`config.mk`:
```
export PLATFORM = sky130hd
export DESIGN_NAME = spi_cs_master
export DESIGN_NICKNAME = d
export VERILOG_FILES = /design/src/rtl/spi_cs_pkg.sv /design/src/rtl/spi_cs_cfgsel.sv /design/src/rtl/spi_cs_shifter.sv /design/src/rtl/spi_cs_seq.sv /design/src/rtl/spi_cs_master.sv
export SDC_FILE = /design/constraint.sdc
export NUM_CORES = 1
export LEC_CHECK = 0
export CORE_MARGIN = 10
export CORE_UTILIZATION = 35
export CTS_CLUSTER_DIAMETER = 150
export DETAILED_ROUTE_END_ITERATION = 10
export MAX_ROUTING_LAYER = met4
export PLACE_DENSITY = 0.68
export RECOVER_POWER = 50
export SYNTH_ARGS = -nofsm -noshare
export SYNTH_HDL_FRONTEND = slang
export SYNTH_SLANG_ARGS = --single-unit
```
`constraint.sdc`:
```
create_clock -name clk -period 5 [get_ports clk]
set_clock_uncertainty 0.2 [all_clocks]
set_input_delay 0.5 -clock clk [delete_from_list [all_inputs] [get_ports clk]]
set_output_delay 0.5 -clock clk [all_outputs]
set_load 0.01 [all_outputs]
```
`src/rtl/spi_cs_pkg.sv`:
```
package spi_cs_pkg;

  localparam int LEN_W = 4;   // length code width
  localparam int DLY_W = 8;   // divider and delay width
  localparam int NB_W  = 5;   // bit count width (up to 16)

  typedef enum logic [2:0] {
    S_IDLE, S_GAP, S_LEAD, S_SHIFT, S_BETW, S_HOLD
  } seq_st_e;

  typedef struct packed {
    logic             cpol;
    logic             ncpha;
    logic             hold;
    logic             rel;
    logic [NB_W-1:0]  nbits;
    logic [DLY_W-1:0] half;
    logic [DLY_W-1:0] lead;
    logic [DLY_W-1:0] betw;
  } cs_cfg_t;

  function automatic logic [DLY_W-1:0] at_least_one(input logic [DLY_W-1:0] v);
    return (v == '0) ? DLY_W'(1) : v;
  endfunction

  function automatic logic [NB_W-1:0] len_bits(input logic [LEN_W-1:0] code);
    return (code > LEN_W'(8)) ? NB_W'(16) : (NB_W'(code) + NB_W'(8));
  endfunction

endpackage

```
`src/rtl/spi_cs_cfgsel.sv`:
```
module spi_cs_cfgsel
  import spi_cs_pkg::*;
#(
  parameter int NCS = 4,
  parameter int IW  = $clog2(NCS)
) (
  input  logic [IW-1:0]        idx,
  input  logic [NCS-1:0]       cpol,
  input  logic [NCS-1:0]       ncpha,
  input  logic [NCS-1:0]       hold,
  input  logic [NCS-1:0]       rel,
  input  logic [NCS*LEN_W-1:0] len,
  input  logic [NCS*DLY_W-1:0] div,
  input  logic [NCS*DLY_W-1:0] lead,
  input  logic [NCS*DLY_W-1:0] betw,
  output cs_cfg_t              cfg
);

  cs_cfg_t tbl [NCS];

  for (genvar g = 0; g < NCS; g++) begin : g_line
    assign tbl[g] = {cpol[g], ncpha[g], hold[g], rel[g],
                     len_bits(len[g*LEN_W +: LEN_W]),
                     at_least_one(div[g*DLY_W +: DLY_W]),
                     at_least_one(lead[g*DLY_W +: DLY_W]),
                     at_least_one(betw[g*DLY_W +: DLY_W])};
  end

  assign cfg = tbl[idx];

endmodule

```
`src/rtl/spi_cs_shifter.sv`:
```
module spi_cs_shifter
  import spi_cs_pkg::*;
#(
  parameter int W = 16
) (
  input  logic             clk,
  input  logic             rst_n,
  input  logic             start,
  input  logic [W-1:0]     word,
  input  logic [NB_W-1:0]  nbits,
  input  logic [DLY_W-1:0] half,
  input  logic             ncpha,
  input  logic             miso,
  output logic             tog,
  output logic             mosi,
  output logic             done,
  output logic [W-1:0]     rx_word
);

  localparam int KW = $clog2(2*W+1);

  logic             active;
  logic [DLY_W-1:0] hc;
  logic [KW-1:0]    k;
  logic [W-1:0]     tsr, rsr, rsr_nx, aligned, mask;
  logic             edge_now, cap_now;

  assign aligned  = word << (W - int'(nbits));
  assign rsr_nx   = {rsr[W-2:0], miso};
  assign edge_now = active && (hc == '0);
  // next toggle is leading when an even number of toggles is done
  assign cap_now  = ((k[0] == 1'b0) == ncpha);
  assign done     = edge_now && (k == KW'({nbits, 1'b0} - 1'b1));
  assign mask     = W'((33'd1 << nbits) - 33'd1);
  // the final edge is trailing: it samples only when ncpha is clear
  assign rx_word  = (ncpha ? rsr : rsr_nx) & mask;

  always_ff @(posedge clk or negedge rst_n) begin
    if (!rst_n) begin
      active <= 1'b0;
      hc     <= '0;
      k      <= '0;
      tog    <= 1'b0;
      tsr    <= '0;
      rsr    <= '0;
      mosi   <= 1'b0;
    end else if (start) begin
      active <= 1'b1;
      hc     <= half - 1'b1;
      k      <= '0;
      tog    <= 1'b0;
      rsr    <= '0;
      if (ncpha) begin
        mosi <= aligned[W-1];
        tsr  <= aligned << 1;
      end else begin
        tsr  <= aligned;
      end
    end else if (edge_now) begin
      hc  <= half - 1'b1;
      k   <= k + 1'b1;
      tog <= ~tog;
      if (done) active <= 1'b0;
      if (cap_now) begin
        rsr <= rsr_nx;
      end else begin
        mosi <= tsr[W-1];
        tsr  <= tsr << 1;
      end
    end else if (active) begin
      hc <= hc - 1'b1;
    end
  end

  AST_EDGE_LIMIT: assert property (@(posedge clk) disable iff (!rst_n)
    active |-> (k < KW'({nbits, 1'b0})));
  AST_REST_LEVEL: assert property (@(posedge clk) disable iff (!rst_n)
    !active |-> !tog);

endmodule

```
`src/rtl/spi_cs_seq.sv`:
```
module spi_cs_seq
  import spi_cs_pkg::*;
#(
  parameter int IW = 2
) (
  input  logic             clk,
  input  logic             rst_n,
  input  logic             tx_valid,
  input  logic [IW-1:0]    tx_sel,
  input  logic             tx_last,
  input  cs_cfg_t          new_cfg,
  input  cs_cfg_t          cur_cfg,
  input  logic [DLY_W-1:0] gap_dly,
  input  logic             sh_done,
  output logic             tx_ready,
  output logic [IW-1:0]    cur,
  output logic             cs_on,
  output logic             sh_start
);

  seq_st_e          st;
  logic [DLY_W-1:0] cnt;
  logic             last_q;
  logic             take;

  assign tx_ready = (st == S_IDLE) || (st == S_HOLD);
  assign take     = tx_valid && tx_ready;
  assign sh_start = (st == S_LEAD) && (cnt == '0);

  always_ff @(posedge clk or negedge rst_n) begin
    if (!rst_n) begin
      st     <= S_IDLE;
      cnt    <= '0;
      cur    <= '0;
      cs_on  <= 1'b0;
      last_q <= 1'b0;
    end else begin
      unique case (st)
        S_IDLE: if (take) begin
          cur    <= tx_sel;
          last_q <= tx_last;
          cs_on  <= 1'b1;
          cnt    <= new_cfg.lead - 1'b1;
          st     <= S_LEAD;
        end
        S_HOLD: if (take) begin
          cur    <= tx_sel;
          last_q <= tx_last;
          if (tx_sel == cur) begin
            cnt <= new_cfg.lead - 1'b1;
            st  <= S_LEAD;
          end else begin
            cs_on <= 1'b0;
            cnt   <= at_least_one(gap_dly) - 1'b1;
            st    <= S_GAP;
          end
        end
        S_GAP: if (cnt == '0) begin
          cs_on <= 1'b1;
          cnt   <= cur_cfg.lead - 1'b1;
          st    <= S_LEAD;
        end else cnt <= cnt - 1'b1;
        S_LEAD: if (cnt == '0) st <= S_SHIFT;
                else cnt <= cnt - 1'b1;
        S_SHIFT: if (sh_done) begin
          cnt <= cur_cfg.betw - 1'b1;
          st  <= S_BETW;
          if (!cur_cfg.hold && cur_cfg.rel) cs_on <= 1'b0;
        end
        S_BETW: if (cnt == '0) begin
          if (cur_cfg.hold && !last_q) st <= S_HOLD;
          else begin
            cs_on <= 1'b0;
            st    <= S_IDLE;
          end
        end else cnt <= cnt - 1'b1;
        default: st <= S_IDLE;
      endcase
    end
  end

  AST_GAP_RELEASED: assert property (@(posedge clk) disable iff (!rst_n)
    (st == S_GAP) |-> !cs_on);
  AST_HOLD_ASSERTED: assert property (@(posedge clk) disable iff (!rst_n)
    (st == S_HOLD) |-> cs_on);
  AST_START_SELECTED: assert property (@(posedge clk) disable iff (!rst_n)
    sh_start |-> cs_on);

endmodule

```
`src/rtl/spi_cs_master.sv`:
```
module spi_cs_master
  import spi_cs_pkg::*;
#(
  parameter int NCS    = 4,
  parameter int PCS_W  = 4,
  parameter int WORD_W = 16
) (
  input  logic                 clk,
  input  logic                 rst_n,
  input  logic [NCS-1:0]       cs_cpol,
  input  logic [NCS-1:0]       cs_ncpha,
  input  logic [NCS-1:0]       cs_hold,
  input  logic [NCS-1:0]       cs_release,
  input  logic [NCS*LEN_W-1:0] cs_len,
  input  logic [NCS*DLY_W-1:0] cs_div,
  input  logic [NCS*DLY_W-1:0] cs_lead,
  input  logic [NCS*DLY_W-1:0] cs_betw,
  input  logic [DLY_W-1:0]     cs_gap,
  input  logic                 loopback,
  input  logic                 tx_valid,
  output logic                 tx_ready,
  input  logic [WORD_W-1:0]    tx_data,
  input  logic [PCS_W-1:0]     tx_pcs,
  input  logic                 tx_last,
  output logic                 rx_valid,
  output logic [WORD_W-1:0]    rx_data,
  output logic [PCS_W-1:0]     rx_pcs,
  output logic                 sclk,
  output logic                 mosi,
  input  logic                 miso,
  output logic [NCS-1:0]       cs_n
);

  localparam int IW = $clog2(NCS);

  cs_cfg_t           new_cfg, cur_cfg;
  logic [IW-1:0]     tx_sel, cur;
  logic              cs_on, sh_start, sh_done, tog, rx_in, take;
  logic [WORD_W-1:0] word_q, sh_rx;
  logic [PCS_W-1:0]  tag_q;

  assign tx_sel = tx_pcs[IW-1:0];
  assign take   = tx_valid && tx_ready;
  assign rx_in  = loopback ? mosi : miso;
  assign sclk   = cur_cfg.cpol ^ tog;

  spi_cs_cfgsel #(.NCS(NCS), .IW(IW)) u_cfg_new (
    .idx(tx_sel), .cpol(cs_cpol), .ncpha(cs_ncpha), .hold(cs_hold),
    .rel(cs_release), .len(cs_len), .div(cs_div), .lead(cs_lead),
    .betw(cs_betw), .cfg(new_cfg));

  spi_cs_cfgsel #(.NCS(NCS), .IW(IW)) u_cfg_cur (
    .idx(cur), .cpol(cs_cpol), .ncpha(cs_ncpha), .hold(cs_hold),
    .rel(cs_release), .len(cs_len), .div(cs_div), .lead(cs_lead),
    .betw(cs_betw), .cfg(cur_cfg));

  spi_cs_seq #(.IW(IW)) u_seq (
    .clk(clk), .rst_n(rst_n), .tx_valid(tx_valid), .tx_sel(tx_sel),
    .tx_last(tx_last), .new_cfg(new_cfg), .cur_cfg(cur_cfg),
    .gap_dly(cs_gap), .sh_done(sh_done), .tx_ready(tx_ready),
    .cur(cur), .cs_on(cs_on), .sh_start(sh_start));

  spi_cs_shifter #(.W(WORD_W)) u_shift (
    .clk(clk), .rst_n(rst_n), .start(sh_start), .word(word_q),
    .nbits(cur_cfg.nbits), .half(cur_cfg.half), .ncpha(cur_cfg.ncpha),
    .miso(rx_in), .tog(tog), .mosi(mosi), .done(sh_done), .rx_word(sh_rx));

  for (genvar g = 0; g < NCS; g++) begin : g_csn
    assign cs_n[g] = !(cs_on && (cur == IW'(g)));
  end

  always_ff @(posedge clk or negedge rst_n) begin
    if (!rst_n) begin
      word_q   <= '0;
      tag_q    <= '0;
      rx_valid <= 1'b0;
      rx_data  <= '0;
      rx_pcs   <= '0;
    end else begin
      if (take) begin
        word_q <= tx_data;
        tag_q  <= tx_pcs;
      end
      rx_valid <= sh_done;
      if (sh_done) begin
        rx_data <= sh_rx;
        rx_pcs  <= tag_q;
      end
    end
  end

  AST_ONE_SELECT: assert property (@(posedge clk) disable iff (!rst_n)
    $onehot0(~cs_n));
  AST_RX_SINGLE: assert property (@(posedge clk) disable iff (!rst_n)
    rx_valid |=> !rx_valid);

endmodule

```
## Word level (Yosys, flattened, before mapping)

Cells that the tools add are included.

| word-level totals | value |
|---|---|
| register bits after elaboration | 105 |
| logic and storage cells | 190 |

| operators by class | value |
|---|---|
| add/subtract/negate cells | 15 |
| $lt $le $gt $ge | 6 |
| equality and inequality tests | 23 |
| shifts and indexed selects | 2 |
| mux-type cells | 71 |
| bitwise gates (word level) | 6 |
| reduce and logical (&&, ||, !) cells | 50 |

Operators with widths:

| cell | count |
|---|---|
| $mux W8 | 22 |
| $mux W16 | 10 |
| $bmux W33 S2 | 2 |
| $logic_not A8 Y1 | 15 |
| $mux W33 | 2 |
| $sub A8 B1 Y8 const B | 7 |
| $pmux W8 S5 | 1 |
| $shl A16 B32 Y16 | 1 |
| $mux W3 | 7 |
| $add A4 B4 Y5 const B | 4 |
| $mux W5 | 4 |
| $mux W1 | 18 |
| $ne A2 B2 Y1 const B | 9 |
| $pmux W3 S6 | 1 |
| $and A16 B16 Y16 | 1 |
| $gt A4 B4 Y1 const B | 4 |
| $shl A1 B5 Y16 const A | 1 |
| $sub A16 B1 Y16 const B | 1 |
| $mux W6 | 2 |
| $logic_and A1 B1 Y1 | 10 |
| $reduce_bool A5 Y1 | 2 |
| $reduce_and A9 Y1 | 1 |
| $reduce_and A2 Y1 | 4 |
| $add A6 B1 Y6 const B | 1 |
| 27 further kinds | 43 |

## Longest topological paths before layout

| logic depth | value |
|---|---|
| word-level depth | 11 |
| gate-level depth with buffers | 17 |
| gate-level depth less buffers | 12 |

## Hierarchy

A second synthesis with hierarchy kept.

| second synthesis, totals | value |
|---|---|
| cell total of the unflattened synthesis | 1045 |
| area, all modules | 10010.9 sq um |

Modules (own cells, without submodules):

| module | instances | cells an instance | area an instance (sq um) | seq. area each (sq um) |
|---|---|---|---|---|
| spi_cs_shifter | 1 | 527 | 4381.7 | 1226.2 |
| spi_cs_cfgsel | 2 | 88 | 1046.0 | 0.0 |
| spi_cs_seq | 1 | 250 | 1885.6 | 375.4 |
| spi_cs_master | 1 | 92 | 1651.6 | 1026.0 |

## Worst setup path after synthesis

OpenSTA, ideal clock, no wires.

| timing | value |
|---|---|
| path kind | input-to-reg |
| start | input cs_len[3] |
| end | register u_shift.tsr[15] |
| setup time | 0.145 ns |
| data arrival time | 3.436 ns |
| slack | 1.219 ns |
| cell stages on the path | 14 |
| path buffers | 5 |
| path through | and2b_1 -> mux4_2 -> inv_1 -> buf_2 -> buf_2 -> ha_1 -> clkbuf_1 -> clkbuf_1 -> clkbuf_1 -> a21oi_1 -> o21ai_1 -> a21oi_1 -> a311oi_1 -> o221ai_1 |

| between the ends | value |
|---|---|
| word-level cells in the longest chain between the ends | 9 |

Ends and longest elaborated chain:

| element | line | text |
|---|---|---|
| start, declared | spi_cs_master.sv:14 | `input logic [NCS*LEN_W-1:0] cs_len,` |
| $add A4 B4 Y5 / $gt A4 B4 Y1 (equally long branches) | spi_cs_pkg.sv:27 | `return (code > LEN_W'(8)) ? NB_W'(16) : (NB_W'(code) + NB_W'(8));` |
| $mux W5 * | spi_cs_pkg.sv:27 |  |
| $bmux W33 S2 * | spi_cs_cfgsel.sv:29 | `assign cfg = tbl[idx];` |
| $mux W33 (not written as such) * (2 in series) | spi_cs_cfgsel.sv:29 |  |
| $sub A5 B5 Y6 * | spi_cs_shifter.sv:28 | `assign aligned = word << (W - int'(nbits));` |
| $shl A16 B32 Y16 * | spi_cs_shifter.sv:28 |  |
| $mux W16 * | spi_cs_shifter.sv:53 | `if (ncpha) begin` |
| $mux W16 * | spi_cs_shifter.sv:47 | `end else if (start) begin` |
| end signal, assigned | spi_cs_shifter.sv:55 | `tsr <= aligned << 1;` |
| end signal, assigned | spi_cs_shifter.sv:57 | `tsr <= aligned;` |
| end signal, assigned | spi_cs_shifter.sv:68 | `tsr <= tsr << 1;` |
| end, declared | spi_cs_shifter.sv:25 | `logic [W-1:0] tsr, rsr, rsr_nx, aligned, mask;` |

Mark *: on every way between the ends. The rest lies on a longest branch, timed or not. The select of a mux whose other input is x is not followed.
A chain may end at the register's enable or synchronous reset.

==> flow_metrics.env <==
export IMPL_outcome="complete, but fails checks"
export IMPL_violations="max-capacitance violations, max-slew violations"
export IMPL_first_pass_iters=7
export IMPL_vias=8194
export IMPL_yosys_warnings=0
export IMPL_p_comb_share_pct=61.8
export IMPL_synth_top_cell_area_share_pct=30.7
export IMPL_synth_area_leaders="dfrtp_1 (31%), mux4_2 (9.4%), nand2_1 (5.6%), a21oi_1 (4.8%), nor2_1 (3.5%)"
export IMPL_cp_cell_sequence="inv_2 -> mux4_2 -> clkinv_1 -> ha_1 -> ha_1 -> a31oi_1 -> o21ai_0 -> o21ai_1 -> a21oi_1 -> a311oi_1 -> o221ai_1"
export IMPL_crit_family="compound AO/OA/AOI/OAI gates"
export IMPL_ff2ff_path_depth=11
export IMPL_yosysTopAreaCell="dfrtp_1"
export IMPL_cts_resized=0
export IMPL_cts_made_buffers=9
export IMPL_wire_per_inst_um=18.9
export IMPL_p_seq_share_pct=25.8
export IMPL_grt_pass1_vias=8381
export IMPL_cp_max_fo=20
export IMPL_postCtsSetupRepairBufs=0
export IMPL_synth_yosys_seq_area_share_pct=30.7
export IMPL_setup_viol=0
export IMPL_fmax_ghz=0.251
export IMPL_htreeDepth=3
export IMPL_hold_end="rx_data[4]"
export IMPL_leakagePower_nw=4.20
export IMPL_antenna_found_initial=0
export IMPL_antenna_cells=0
export IMPL_grt_pass1_wl_mm=44.2
export IMPL_placed_area_sq_um=10500
export IMPL_n_fill_cell=2356
export IMPL_slew_headroom_pct=-131
export IMPL_first_iter_violations=564
export IMPL_worst_setup_path_start_kind="flip-flop"
export IMPL_synth_enable_flop_cells=0
export IMPL_rsz0062_at_grt="false"
export IMPL_fp_dieArea_sq_um=30600
export IMPL_slew_viol_final=63
export IMPL_hp_start="rx_data[4]"
export IMPL_max_cap_viol_count=1
export IMPL_synth_avg_cell_area_sq_um=8.73
export IMPL_path_buf_inv=2
export IMPL_r2r_start="tag_q[0]"
export IMPL_initial_core_util_pct=35.7
export IMPL_hold_violations=0
export IMPL_crit_top_cell="ha_1"
export IMPL_final_cell_area_sq_um=10800
export IMPL_drtAntennaViolNets=0
export IMPL_core_rowCount=56
export IMPL_grt_max_degree=63
export IMPL_multi_input_area_sq_um=5460
export IMPL_die_height_um=175
export IMPL_area_growth_pct=28.6
export IMPL_cts_tree="yes"
export IMPL_hold_depth=2
export IMPL_cp_slowest_cell="mux4_2"
export IMPL_viasPerCell=5.68
export IMPL_ys_flop_type="dfrtp_1"
export IMPL_async_flop_share_pct=100
export IMPL_worst_slack_ns=1.01
export IMPL_internal_power_w=0.00291
export IMPL_numPlacedInstances=1427
export IMPL_die_w_um=175
export IMPL_syn_inst=963
export IMPL_worst_pin_slew_ns=3.47
export IMPL_numPortBuffers=189
export IMPL_cts_num_sinks=103
export IMPL_ys_ff_latch=103
export IMPL_power_total_w=0.00544
export IMPL_ir_drop_v=0.000269
export IMPL_drc_errors=0
export IMPL_clk_pin_slew_ns=0.07
export IMPL_hold_class="reg2reg"
export IMPL_crit_type="reg2reg"
export IMPL_grt_use_total_pct=18.1
export IMPL_dp_worst_setup_slack_ns=0.845
export IMPL_r2r_end="u_shift.tsr[15]"
export IMPL_clock_latency_ns=0.35
export IMPL_seqCellArea_sq_um=2580
export IMPL_cp_required_ns=5.01
export IMPL_final_cells=1443
export IMPL_core_area_sq_um=23500
export IMPL_rrSetupSlack_ns=1.01
export IMPL_nets=1296
export IMPL_routed_wl_mm=27.3
export IMPL_period_share_pct=79.7
export IMPL_pwr_share_clk_pct=12.4
export IMPL_io_pins=190
export IMPL_syn_area_sq_um=8400
export IMPL_grt_overflow_total=0
export IMPL_endpoint_kind="flip-flop"
export IMPL_place_gp_congestion=0.966
export IMPL_swShare_pct=46.6
export IMPL_ys_types=75
export IMPL_pwr_density_cell_nw_per_um2=503
export IMPL_min_period_ns=3.99
export IMPL_dp_hpwl_mm=21.8
export IMPL_fin_tns_setup_ns=0
export IMPL_root_buffer="clkbuf_16"
export IMPL_cp_slowest_stage_delay_ns=0.68
export IMPL_cts_hold_buffers=0
export IMPL_cp_arrival_ns=4.00
export IMPL_cts_buffer_depth=2
export IMPL_layout_drive_gt1_share_pct=9.61
export IMPL_netSwitchingPower_w=0.00253
==> worst max path at each step <==
stage | from | end | slack, ns | depth (start not counted)
after global placement | cs_len[7] | u_shift.tsr[15] | 0.88 | 12
after floorplan | cs_len[3] | u_shift.tsr[15] | 1.22 | 14
final | tag_q[0] | u_shift.tsr[15] | 1.01 | 11
after detailed placement | cs_len[3] | u_seq.cnt[2] | 0.84 | 10
after CTS | tag_q[0] | u_shift.tsr[15] | 1.06 | 11
after global routing | rst_n | tag_q[0] | 0.39 | 1
==> stage by stage <==
step                      util (%)  hold slack, ns
after floorplan                  -         0.00441
after global placement        44.7           0.260
after detailed placement      44.7           0.269
after CTS                     45.9          0.0726
after global routing          45.9           0.306
final                         45.9           0.274
==> power by group through the flow <==
| stage | combinational (W) | clock [W] | sequential [W] |
|---|---|---|---|
| after floorplan | 0.00263 | 0 | 0.00125 |
| after global placement | 0.00331 | 0 | 0.00141 |
| after detailed placement | 0.00334 | 0 | 0.00141 |
| after CTS | 0.00335 | 0.000702 | 0.00140 |
| after global routing | 0.00373 | 0.000734 | 0.00144 |
| final | 0.00336 | 0.000675 | 0.00140 |
==> cells in the final DEF, fill, tap and decap left out, drive strengths merged, types with 15 or more instances in the layout <==
| master | count |
|---|---|
| a211oi | 18 |
| a21oi | 84 |
| buf | 15 |
| clkdlybuf4s50 | 174 |
| dfrtp | 103 |
| ha | 15 |
| inv | 24 |
| mux2 | 22 |
| mux2i | 29 |
| mux4 | 37 |
| nand2 | 127 |
| nand2b | 16 |
| nand3 | 24 |
| nor2 | 79 |
| nor2b | 18 |
| nor3 | 35 |
| nor4 | 20 |
| o21ai | 51 |
| o22ai | 19 |
| xnor2 | 24 |
| xor2 | 18 |
==> metal layers <==
metal / vias up / GRT usage, % / wire (um)
met4: 0 / 5.23 / 520
met5: - / - / 0
met3: 33 / 3.15 / 1480
li1: 3924 / - / -
met2: 307 / 29.7 / 13200
met1: 3930 / 22.4 / 12100
==> registers in the layout (all words and copies together), names as in the netlist <==
register / cells
rx_data: 16
u_shift.rsr: 16
u_shift.tsr: 16
word_q: 16
u_seq.cnt: 8
u_shift.hc: 8
u_shift.k: 6
rx_pcs: 4
tag_q: 4
u_seq.st: 3
rx_valid: 1
u_seq.cs_on: 1
u_seq.last_q: 1
u_shift.active: 1
u_shift.mosi: 1
u_shift.tog: 1
==> cell families (layout without fill, tap and decap cells) <==
group                      Yosys count  after routing  share of synthesized area [%]
other                                1              2                         0.0446
muxes                               88             88                           16.4
and+or+nand+nor                    370            370                           21.5
AOI/OAI and AO/OA                  260            260                           20.2
DFF                                103            103                           30.7
xor gates and xnor gates            42             42                           4.38
adders and majority gates           15             15                           2.23
buffers and inverters               84            244                           4.51
==> synthesized netlist by cell type (all sizes together) (8+ instances only) <==
cell type	instances
o221ai	9
nor2	79
and3	13
mux2i	29
o21ai	51
mux4	37
or3	8
inv	22
dfrtp	103
clkbuf	34
a21oi	84
xor2	18
ha	15
nor3	35
buf	26
o31ai	14
xnor2	24
nor2b	18
a211oi	18
o22ai	19
nand2b	16
o211ai	9
nor4	20
nand3	24
nand2	127
mux2	22
a31oi	10
==> tightest hold or removal path: cells and delay by family, from the launching register on <==
kind / cells / cell delay [ns]
and+or+nand+nor: 1 / 0.05
DFF: 1 / 0.34
AOI/OAI and AO/OA: 1 / 0.05
==> cell type report <==
class                           instances  share of cell area [%]
Inverter                               24                   0.833
Sequential cell                       103                    23.9
Tap cell                              319                    3.69
Clock buffer                           10                    2.21
Multi-Input combinational cell        777                    50.5
Clock inverter                          6                   0.393
Timing Repair Buffer                  204                    18.5
Note: power is estimated with default switching activity, not from simulation.
